<file path="src/rtl/segif_pkg.sv">
package segif_pkg;

    localparam int ADDR_W      = 6;
    localparam int UNIT_W      = 4;
    localparam int OP_W        = 8;
    localparam int MODE_W      = 3;
    localparam int SYNC_STAGES = 2;

    localparam logic [MODE_W-1:0] MODE_CMD = 3'b100;
    localparam logic [MODE_W-1:0] MODE_WR  = 3'b101;
    localparam logic [MODE_W-1:0] MODE_RD  = 3'b110;

    typedef enum logic [2:0] {
        ST_MODE,
        ST_ADDR,
        ST_CMD,
        ST_WDATA,
        ST_RDATA,
        ST_DROP
    } dec_state_e;

    typedef struct packed {
        logic sel;
        logic wr;
        logic rd;
        logic din;
    } pin_lvl_t;

    function automatic logic is_data_state(dec_state_e s);
        return (s == ST_WDATA) || (s == ST_RDATA);
    endfunction

endpackage

</file>
<file path="src/rtl/segif_sync.sv">
module segif_sync #(
    parameter int              W       = 4,
    parameter int              STAGES  = 2,
    parameter logic [W-1:0]    RST_VAL = '0
) (
    input  logic         clk,
    input  logic         rst,
    input  logic [W-1:0] pin_i,
    output logic [W-1:0] lvl_o
);
    logic [STAGES-1:0][W-1:0] stg;

    generate
        if (STAGES == 1) begin : g_one
            always_ff @(posedge clk) begin
                if (rst) stg <= RST_VAL;
                else     stg <= pin_i;
            end
        end else begin : g_chain
            always_ff @(posedge clk) begin
                if (rst) stg <= {STAGES{RST_VAL}};
                else     stg <= {stg[STAGES-2:0], pin_i};
            end
        end
    endgenerate

    assign lvl_o = stg[STAGES-1];
endmodule

</file>
<file path="src/rtl/segif_decoder.sv">
module segif_decoder
    import segif_pkg::*;
(
    input  logic              clk,
    input  logic              rst,
    input  pin_lvl_t          pins,
    output logic              mem_we,
    output logic [ADDR_W-1:0] mem_waddr,
    output logic [UNIT_W-1:0] mem_wdata,
    output logic              cmd_valid,
    output logic [OP_W-1:0]   cmd_op,
    output logic [ADDR_W-1:0] cur_addr,
    output logic              rd_take,
    output logic              rd_drive,
    output logic [$clog2(UNIT_W)-1:0] rd_bit
);
    localparam int CNT_W = $clog2(OP_W + 1);
    localparam int RC_W  = $clog2(UNIT_W);

    dec_state_e        st;
    logic              wmode;
    logic [CNT_W-1:0]  cnt;
    logic [OP_W-1:0]   sh;
    logic [ADDR_W-1:0] addr;
    logic [RC_W-1:0]   rc;
    logic              wr_prev, rd_prev;
    logic              wr_rise, rd_fall, rd_rise, wr_take;

    assign wr_rise  = pins.wr & ~wr_prev;
    assign rd_fall  = ~pins.rd & rd_prev;
    assign rd_rise  = pins.rd & ~rd_prev;
    assign wr_take  = wr_rise & pins.rd & ~pins.sel;
    assign rd_take  = rd_fall & pins.wr & ~pins.sel & is_data_state(st);
    assign rd_drive = rd_rise & pins.wr & ~pins.sel & is_data_state(st);
    assign cur_addr = addr;
    assign rd_bit   = rc;

    always_ff @(posedge clk) begin
        if (rst) begin
            wr_prev <= 1'b1;
            rd_prev <= 1'b1;
        end else begin
            wr_prev <= pins.wr;
            rd_prev <= pins.rd;
        end
    end

    always_ff @(posedge clk) begin
        if (rst) begin
            st        <= ST_MODE;
            wmode     <= 1'b0;
            cnt       <= '0;
            sh        <= '0;
            addr      <= '0;
            rc        <= '0;
            mem_we    <= 1'b0;
            mem_waddr <= '0;
            mem_wdata <= '0;
            cmd_valid <= 1'b0;
            cmd_op    <= '0;
        end else begin
            mem_we    <= 1'b0;
            cmd_valid <= 1'b0;
            if (pins.sel) begin
                st  <= ST_MODE;
                cnt <= '0;
                sh  <= '0;
                rc  <= '0;
            end else begin
                if (wr_take) begin
                    case (st)
                        ST_MODE: begin
                            if (cnt == CNT_W'(MODE_W - 1)) begin
                                cnt <= '0;
                                case ({sh[MODE_W-2:0], pins.din})
                                    MODE_CMD: st <= ST_CMD;
                                    MODE_WR: begin
                                        st    <= ST_ADDR;
                                        wmode <= 1'b1;
                                    end
                                    MODE_RD: begin
                                        st    <= ST_ADDR;
                                        wmode <= 1'b0;
                                    end
                                    default: st <= ST_DROP;
                                endcase
                            end else begin
                                sh  <= {sh[OP_W-2:0], pins.din};
                                cnt <= cnt + 1'b1;
                            end
                        end
                        ST_ADDR: begin
                            addr <= {addr[ADDR_W-2:0], pins.din};
                            if (cnt == CNT_W'(ADDR_W - 1)) begin
                                cnt <= '0;
                                rc  <= '0;
                                st  <= wmode ? ST_WDATA : ST_RDATA;
                            end else begin
                                cnt <= cnt + 1'b1;
                            end
                        end
                        ST_CMD: begin
                            if (cnt == CNT_W'(OP_W)) begin
                                cmd_valid <= 1'b1;
                                cmd_op    <= sh;
                                cnt       <= '0;
                            end else begin
                                sh  <= {sh[OP_W-2:0], pins.din};
                                cnt <= cnt + 1'b1;
                            end
                        end
                        ST_WDATA: begin
                            if (cnt == CNT_W'(UNIT_W - 1)) begin
                                mem_we    <= 1'b1;
                                mem_waddr <= addr;
                                mem_wdata <= {sh[UNIT_W-2:0], pins.din};
                                addr      <= addr + 1'b1;
                                cnt       <= '0;
                                rc        <= '0;
                            end else begin
                                sh  <= {sh[OP_W-2:0], pins.din};
                                cnt <= cnt + 1'b1;
                            end
                        end
                        default: ;
                    endcase
                end
                if (rd_take) begin
                    if (rc == RC_W'(UNIT_W - 1)) begin
                        rc <= '0;
                        if (st == ST_RDATA) addr <= addr + 1'b1;
                    end else begin
                        rc <= rc + 1'b1;
                    end
                end
            end
        end
    end

    // a command strobe only ever leaves the command state
    assert_cmd_from_cmd_state_R5: assert property (@(posedge clk) disable iff (rst)
        cmd_valid |-> $past(st == ST_CMD));
    // memory writes only come out of the write-mode data phase
    assert_write_from_wdata_R7: assert property (@(posedge clk) disable iff (rst)
        mem_we |-> $past(st == ST_WDATA));
    // a deselected frame yields neither write nor command
    assert_no_issue_after_sel_R11: assert property (@(posedge clk) disable iff (rst)
        pins.sel |=> (!mem_we && !cmd_valid));
    // command and memory write never share a cycle
    assert_write_cmd_excl_R6: assert property (@(posedge clk) disable iff (rst)
        !(mem_we && cmd_valid));
endmodule

</file>
<file path="src/rtl/segif_readout.sv">
module segif_readout
    import segif_pkg::*;
(
    input  logic                      clk,
    input  logic                      rst,
    input  logic                      sel,
    input  logic                      rd_take,
    input  logic                      rd_drive,
    input  logic [$clog2(UNIT_W)-1:0] rd_bit,
    input  logic [UNIT_W-1:0]         unit_i,
    output logic                      out_o,
    output logic                      oe_o
);
    localparam int RC_W = $clog2(UNIT_W);

    logic [RC_W-1:0] idx;
    assign idx = RC_W'(UNIT_W - 1) - rd_bit;

    always_ff @(posedge clk) begin
        if (rst) begin
            out_o <= 1'b0;
            oe_o  <= 1'b0;
        end else begin
            if (rd_take) out_o <= unit_i[idx];
            if (sel || rd_take) oe_o <= 1'b0;
            else if (rd_drive)  oe_o <= 1'b1;
        end
    end

    // deselect releases the data line on the next cycle
    assert_oe_released_R1: assert property (@(posedge clk) disable iff (rst)
        sel |=> !oe_o);
    // the line is only turned on by a read strobe rising edge
    assert_oe_on_rise_R8: assert property (@(posedge clk) disable iff (rst)
        $rose(oe_o) |-> $past(rd_drive));
    // a new bit load always turns the driver off for that strobe
    assert_oe_off_on_load_R8: assert property (@(posedge clk) disable iff (rst)
        rd_take |=> !oe_o);
endmodule

</file>
<file path="src/rtl/segif_link.sv">
module segif_link
    import segif_pkg::*;
(
    input  logic              clk,
    input  logic              rst,
    input  logic              sel_n,
    input  logic              wstb_n,
    input  logic              rstb_n,
    input  logic              sdio_in,
    output logic              sdio_out,
    output logic              sdio_oe,
    output logic              mem_we,
    output logic [ADDR_W-1:0] mem_waddr,
    output logic [UNIT_W-1:0] mem_wdata,
    output logic [ADDR_W-1:0] mem_raddr,
    input  logic [UNIT_W-1:0] mem_rdata,
    output logic              cmd_valid,
    output logic [OP_W-1:0]   cmd_op
);
    localparam int RC_W = $clog2(UNIT_W);

    pin_lvl_t        raw, lvl;
    logic            rd_take, rd_drive;
    logic [RC_W-1:0] rd_bit;

    assign raw = '{sel: sel_n, wr: wstb_n, rd: rstb_n, din: sdio_in};

    segif_sync #(
        .W       (4),
        .STAGES  (SYNC_STAGES),
        .RST_VAL (4'b1110)
    ) u_sync (
        .clk   (clk),
        .rst   (rst),
        .pin_i (raw),
        .lvl_o (lvl)
    );

    segif_decoder u_dec (
        .clk       (clk),
        .rst       (rst),
        .pins      (lvl),
        .mem_we    (mem_we),
        .mem_waddr (mem_waddr),
        .mem_wdata (mem_wdata),
        .cmd_valid (cmd_valid),
        .cmd_op    (cmd_op),
        .cur_addr  (mem_raddr),
        .rd_take   (rd_take),
        .rd_drive  (rd_drive),
        .rd_bit    (rd_bit)
    );

    segif_readout u_rdo (
        .clk      (clk),
        .rst      (rst),
        .sel      (lvl.sel),
        .rd_take  (rd_take),
        .rd_drive (rd_drive),
        .rd_bit   (rd_bit),
        .unit_i   (mem_rdata),
        .out_o    (sdio_out),
        .oe_o     (sdio_oe)
    );
endmodule

</file>
<file path="config.mk">
export PLATFORM = sky130hd
export DESIGN_NAME = segif_link
export DESIGN_NICKNAME = d
export VERILOG_FILES = /design/src/rtl/segif_pkg.sv /design/src/rtl/segif_sync.sv /design/src/rtl/segif_decoder.sv /design/src/rtl/segif_readout.sv /design/src/rtl/segif_link.sv
export SDC_FILE = /design/constraint.sdc
export NUM_CORES = 1
export LEC_CHECK = 0
export BUFFER_PORTS_ARGS = -buffer_cell sky130_fd_sc_hd__buf_2
export CAP_MARGIN = 25
export CORE_UTILIZATION = 45
export CTS_BUF_LIST = sky130_fd_sc_hd__clkbuf_2
export DETAILED_ROUTE_END_ITERATION = 10
export MAX_ROUTING_LAYER = met4
export PLACE_DENSITY_LB_ADDON = 0.08
export RECOVER_POWER = 50
export SETUP_SLACK_MARGIN = 0.15
export SLEW_MARGIN = 25
export SYNTH_ARGS = -nofsm -noshare
export SYNTH_HDL_FRONTEND = slang
export SYNTH_HIERARCHICAL = 1
export SYNTH_SLANG_ARGS = --single-unit
</file>
<file path="constraint.sdc">
create_clock -name clk -period 2.4 [get_ports clk]
set_clock_uncertainty 0.1 [all_clocks]
set_input_delay 0 -clock clk [delete_from_list [all_inputs] [get_ports clk]]
set_output_delay 0 -clock clk [all_outputs]
set_load 0.02 [all_outputs]
</file>
==> results of run 1 <==
[power by group]
part,switching (uW),internal [uW],total [uW]
Sequential,10.0,943,953
Combinational,30.3,29.1,59.5
Clock,295,71.8,367
Total,335,1040,1380
[metrics by stage]
stage / util, % / hold slack (ns) / total power (uW) / cell area, um^2 / setup slack, ns
global route: 52.9 / 0.0903 / 1450 / 2990 / 0.176
detailed placement: 51.4 / 0.0834 / 1020 / 2900 / 0.301
CTS: 53.8 / 0.116 / 1400 / 3030 / 0.259
finish: 52.9 / 0.148 / 1380 / 2990 / 0.328
floorplan: - / -0.0284 / 1000 / 2690 / 0.522
global placement: 51.4 / 0.0787 / 1020 / 2900 / 0.397
[final cells by class]
class | instances | area share [%]
multi-input cells | 213 | 47.3
flip-flops and latches | 56 | 37.6
repair buffers | 53 | 9.97
well taps | 72 | 3.02
clock buffers | 5 | 0.838
inverters | 6 | 0.754
clock inverters | 3 | 0.587
[layout by cell type (no fill, tap or decap), types with 2 or more instances in the layout]
cell,instances
o21ai_1,5
or3b_1,4
clkbuf_1,30
clkbuf_2,6
nor3_1,5
mux2i_1,20
o21ai_2,8
or2_2,3
buf_2,8
dfxtp_1,55
o211ai_1,2
nand3b_1,4
or2_1,6
nand3_1,12
nor2b_1,4
nor3b_1,3
nand4_1,5
ha_1,6
inv_1,5
nor4_1,2
a21oi_1,7
xor2_1,3
a22o_1,2
nand3_2,2
a221oi_1,3
o221ai_1,4
buf_4,4
nand2_1,26
o21ai_0,8
a211oi_1,5
xnor2_1,4
nor2_1,39
dlygate4sd3_1,9
[repair_timing]
action / 4_1_cts / 5_1_grt
setup endpoints to repair: 0 / 1
hold buffers: 9 / 0
endpoints found under the hold margin: 15 / 0
gates resized for setup: 0 / 1
setup buffers: 0 / 0
[kinds of logic (layout without fill, tap and decap cells)]
| logic type | count (synthesis) | in the layout | share of synthesized area, % |
|---|---|---|---|
| compound gates | 53 | 53 | 14.2 |
| xor+xnor | 7 | 7 | 2.28 |
| fa+ha+maj | 6 | 6 | 2.79 |
| buf+inv | 27 | 67 | 5.72 |
| flops | 56 | 56 | 41.7 |
| mux | 20 | 20 | 7.44 |
| simple gates | 127 | 127 | 25.9 |
[path summary, 6_finish.rpt]
path,from,end,slack (ns),cells past startpoint
min reg2reg,u_sync/stg[2],u_sync/lvl_o[2],0.35,1
max reg2reg,u_dec/st[0],u_rdo/out_o,0.33,5
min,sel_n,u_sync/stg[3],0.15,3
max,u_dec/st[0],u_rdo/out_o,0.33,5
[metal layers]
layer / wire (um) / vias up / global-route usage (%)
met4: 39 / 0 / 5.45
met3: 235 / 4 / 3.45
met2: 2690 / 50 / 32.8
li1: - / 1129 / -
met5: 0 / - / -
met1: 2790 / 1051 / 25.6
[state kept, by name, indices dropped and copies added (netlist names)]
register / count
u_dec/mem_waddr: 6
u_sync/stg: 4
u_dec/wr_prev: 1
u_rdo/out_o: 1
u_dec/rd_prev: 1
u_dec/wmode: 1
u_dec/cmd_valid: 1
u_dec/cmd_op: 8
u_dec/sh: 8
u_sync/lvl_o: 4
u_dec/mem_wdata: 4
u_dec/rd_bit: 2
u_dec/cur_addr: 6
u_rdo/oe_o: 1
u_dec/st: 3
u_dec/mem_we: 1
u_dec/cnt: 4
[critical path, stage by stage (launching register included)]
cell,delay (ns)
dfxtp_1,0.56
and2b_1,0.30
a21oi_1,0.14
nor2b_1,0.34
or3b_1,0.39
o221ai_1,0.21
==> flow_metrics.tcl, run 1 <==
set metrics [dict create \
    status "complete, no violations" \
    h-tree-depth 2 \
    synth_top_area_share_pct 41.7 \
    grt_pass1_wl_mm 9.52 \
    yosysSeqAreaShare_pct 41.7 \
    wl_per_cell_um 14.1 \
    peakVddDrop_mv 0.375 \
    dieHeight_um 79.3 \
    drt_wl_total_mm 5.75 \
    synth.area.top_cells "dfxtp_1 (42%), mux2i_1 (7.4%), nor2_1 (5.4%)" \
    crit_type "reg2reg" \
    netlist_instances 296 \
    grt-ovfl-total 0 \
    synth-seq-cells 56 \
    clock_path_buffers 2 \
    drt-pass1-iter-count 4 \
    setup_viol 0 \
    slew_headroom_pct 33.3 \
    grt_max_degree 28 \
    nNetsFinal 351 \
    worstPathArrival_ns 2.35 \
    synth_cell_type_count 55 \
    grt_use_total_pct 20.1 \
    finalHoldViolations 0 \
    cap_violations 0 \
    root_buffer "clkbuf_2" \
    hold_path.class "in2reg" \
    place_hpwl_mm 4.04 \
    synth-edff-count 0 \
    yosys_warnings 6 \
    drive_gt1_share_pct 13.1 \
    areaGrowthSynthToFinish_pct 11.0 \
    cts_tree "done" \
    setup_tns_ns 0 \
    antenna_found_initial 0 \
    clk_pin_slew_worst_paths_ns 0.28 \
    rsz0062_at_grt "false" \
    start_util_pct 47.7 \
    numCtsBuffers 5 \
    yosysTopAreaCell "dfxtp_1" \
    required_ns 2.68 \
    routed_via_density 5.48 \
    gp_congestion 0.858 \
    drc 0 \
    ys_top_cells_by_count "dfxtp_1 (56), nor2_1 (39), nand2_1 (26)" \
    drv_slew 0 \
    drt_iter0_markers 110 \
    cp_max_fo 10 \
    nFillCells 566 \
    synth_fp_nets 312 \
    yosysMostFrequentCell "dfxtp_1" \
    fp.dieW_um 79.3 \
    core_area_um2 5640 \
    finalNonFillerCells 408 \
    synthArstFlopShare_pct 0 \
    p_per_area_nw_per_um2 462 \
    synth_area_um2 2690 \
    period_needed_ns 2.07 \
    cts_sinks 56 \
    die-area_um2 6290 \
    power.leakage_uw 0.00114 \
    worst_slew_pin_slew_ns 1.00 \
    syn_avg_cell_area_um2 9.09 \
    multiInputGateArea_um2 1410 \
    num_rows 27 \
    io_pins 38 \
    max_freq_ghz 0.483 \
    grt_pass1_vias 2026 \
    cp-end-kind "register" \
    ys.flop_type "dfxtp_1" \
    antennaDiodeCount 0 \
    period_share_pct 86.3 \
    io_buffers 37 \
    clock_latency_ns 0.43 \
    worst_setup_path_start_kind "register" \
    area.sequential_um2 1120 \
    postRouteAntennaNets 0 \
    dp_cells 391 \
    vias 2234 \
]
(Power assumes the default switching activity.)
==> inputs of run 2 (changes only) <==
==> constraint.sdc (replaced) <==
create_clock -name clk -period 1.7 [get_ports clk]
set_clock_uncertainty 0.1 [all_clocks]
set_input_delay 0 -clock clk [delete_from_list [all_inputs] [get_ports clk]]
set_output_delay 0 -clock clk [all_outputs]
set_load 0.02 [all_outputs]
==> run 2 against run 1 <==
  * Critical path depth grew 2
  * Largest cell class unchanged
  * Clock-buffer cell count stayed put
  * Die area stayed put
  * Largest power group unchanged
  * Fmax rose by 13%
  * The run now ends with negative setup slack left
  * Critical endpoint is now u_dec/sh[2]
==> flow_metrics.tcl, run 2 (synthesis results as in run 1) <==
set metrics [dict create \
    status "finished, violations left" \
    violations "negative setup slack" \
    period_needed_ns 1.84 \
    hold_path.class "in2reg" \
    nFillCells 435 \
    nNetsFinal 397 \
    cp-end-kind "register" \
    die-area_um2 6290 \
    worst_slew_pin_slew_ns 0.443 \
    multiInputGateArea_um2 1720 \
    antenna_found_initial 0 \
    root_buffer "clkbuf_2" \
    dieHeight_um 79.3 \
    reg2reg_depth 7 \
    drv_slew 0 \
    finalNonFillerCells 454 \
    grt_max_degree 24 \
    power.leakage_uw 0.00153 \
    cts_sinks 56 \
    gp_congestion 0.859 \
    clk_pin_slew_worst_paths_ns 0.28 \
    postRouteAntennaNets 0 \
    grt-ovfl-total 0 \
    r2r-start "u_dec/cnt[1]" \
    finalHoldViolations 0 \
    max_freq_ghz 0.544 \
    grt_pass1_wl_mm 11.0 \
    r2r_slack_ns -0.14 \
    period_share_pct 108 \
    slew_headroom_pct 70.5 \
    cp_max_fo 16 \
    stdcell_area_um2 3750 \
    core_area_um2 5640 \
    r2r-end "u_dec/sh[2]" \
    setup_tns_ns -2.02 \
    cts_tree "done" \
    place_hpwl_mm 4.47 \
    totalPowerFinal_uw 1980 \
    rsz0062_at_grt "true" \
    peakVddDrop_mv 0.511 \
    drt_wl_total_mm 6.53 \
    antennaDiodeCount 0 \
    grt_use_total_pct 23.0 \
    worst_setup_path_start_kind "register" \
    clock_path_buffers 2 \
    crit_type "reg2reg" \
    clock_latency_ns 0.44 \
    min_to "u_sync/stg[0]" \
    required_ns 1.97 \
    dp_cells 428 \
    vias 2380 \
    drc 0 \
    drt-pass1-iter-count 4 \
    num_rows 27 \
    top_regs "u_dec/cmd_op (8), u_dec/sh (8)" \
    routed_via_density 5.24 \
    grt_pass1_vias 2321 \
    h-tree-depth 2 \
    placed_cell_area_um2 3330 \
    areaGrowthSynthToFinish_pct 39.5 \
    p_per_area_nw_per_um2 526 \
    area.sequential_um2 1140 \
    start_util_pct 47.7 \
    holdWs_ns 0.215 \
    setup_viol 37 \
    numCtsBuffers 5 \
    drt_iter0_markers 78 \
    final.setup.worst_slack_ns -0.138 \
    worstPathArrival_ns 2.10 \
    hold_depth 3 \
    io_pins 38 \
    drive_gt1_share_pct 40.6 \
    wl_per_cell_um 14.4 \
    hp-start "sdio_in" \
    fp.dieW_um 79.3 \
    io_buffers 37 \
    final_common_cell "dfxtp_1" \
    cap_violations 0 \
    layout_common_cells "dfxtp_1 (48), buf_4 (38), nor2_1 (36), buf_2 (24), nand2_1 (24)" \
]
[run 2: cell count changes in the layout (fill, tap and decap cells not counted), sizes merged]
cell / delta
clkbuf: -18
dlygate4sd3: +3
buf: +61
[run 2: layout make-up]
type | instances | area share, %
Clock buffer | 5 | 0.666
Timing Repair Buffer | 99 | 19.6
Clock inverter | 3 | 0.467
Sequential cell | 56 | 30.5
Multi-Input combinational cell | 213 | 45.8
Inverter | 6 | 0.666
Tap cell | 72 | 2.40
[run 2: worst max-delay path, cell delays in order, from the launching register on]
cell	delay [ns]
dfxtp_4	0.44
ha_4	0.16
or3b_4	0.26
o21ai_2	0.05
a2111o_1	0.46
buf_12	0.18
nand3_2	0.08
o21ai_2	0.05
[run 2: stage by stage]
step / util [%] / worst slack [ns]
2_1_floorplan: - / -0.130
3_3_place_gp: 59.1 / -0.107
3_5_place_dp: 59.1 / -0.148
4_1_cts: 64.8 / -0.141
5_1_grt: 66.6 / -0.218
6_report: 66.6 / -0.138
[run 2: report_power, final]
group          internal [uW]  total (uW)  switching [uW]
Sequential              1320        1330            10.4
Clock                    102         529             427
Combinational           56.7         112            55.7
[run 2: timing repair]
| action | 4_1_cts | 5_1_grt |
|---|---|---|
| hold endpoints to repair | 18 | 0 |
| hold buffers | 12 | 0 |
| endpoints found under the setup margin | 46 | 46 |
| buffers inserted | 5 | 1 |
| pin swaps | 14 | 9 |
| resized for setup | 28 | 28 |
[run 2: worst max-delay path by stage]
stage	slack, ns	end	from	cells after the start
2_1_floorplan	-0.13	u_dec/sh[7]	u_dec/cnt[0]	8
3_3_place_gp	-0.11	u_dec/sh[2]	u_dec/cnt[0]	8
3_5_place_dp	-0.15	u_dec/sh[4]	u_dec/cnt[0]	8
4_1_cts	-0.14	u_dec/sh[5]	u_dec/cnt[1]	7
5_1_grt	-0.22	u_dec/wmode	u_dec/cnt[0]	6
6_report	-0.14	u_dec/sh[2]	u_dec/cnt[1]	7
[run 2: layer usage]
| metal | up-vias | GRT usage (%) | routed length [um] |
|---|---|---|---|
| li1 | 1225 | - | - |
| met1 | 1107 | 29.5 | 3250 |
| met2 | 40 | 36.6 | 3030 |
| met3 | 8 | 3.68 | 155 |
| met4 | 0 | 8.18 | 102 |
| met5 | - | - | 0 |
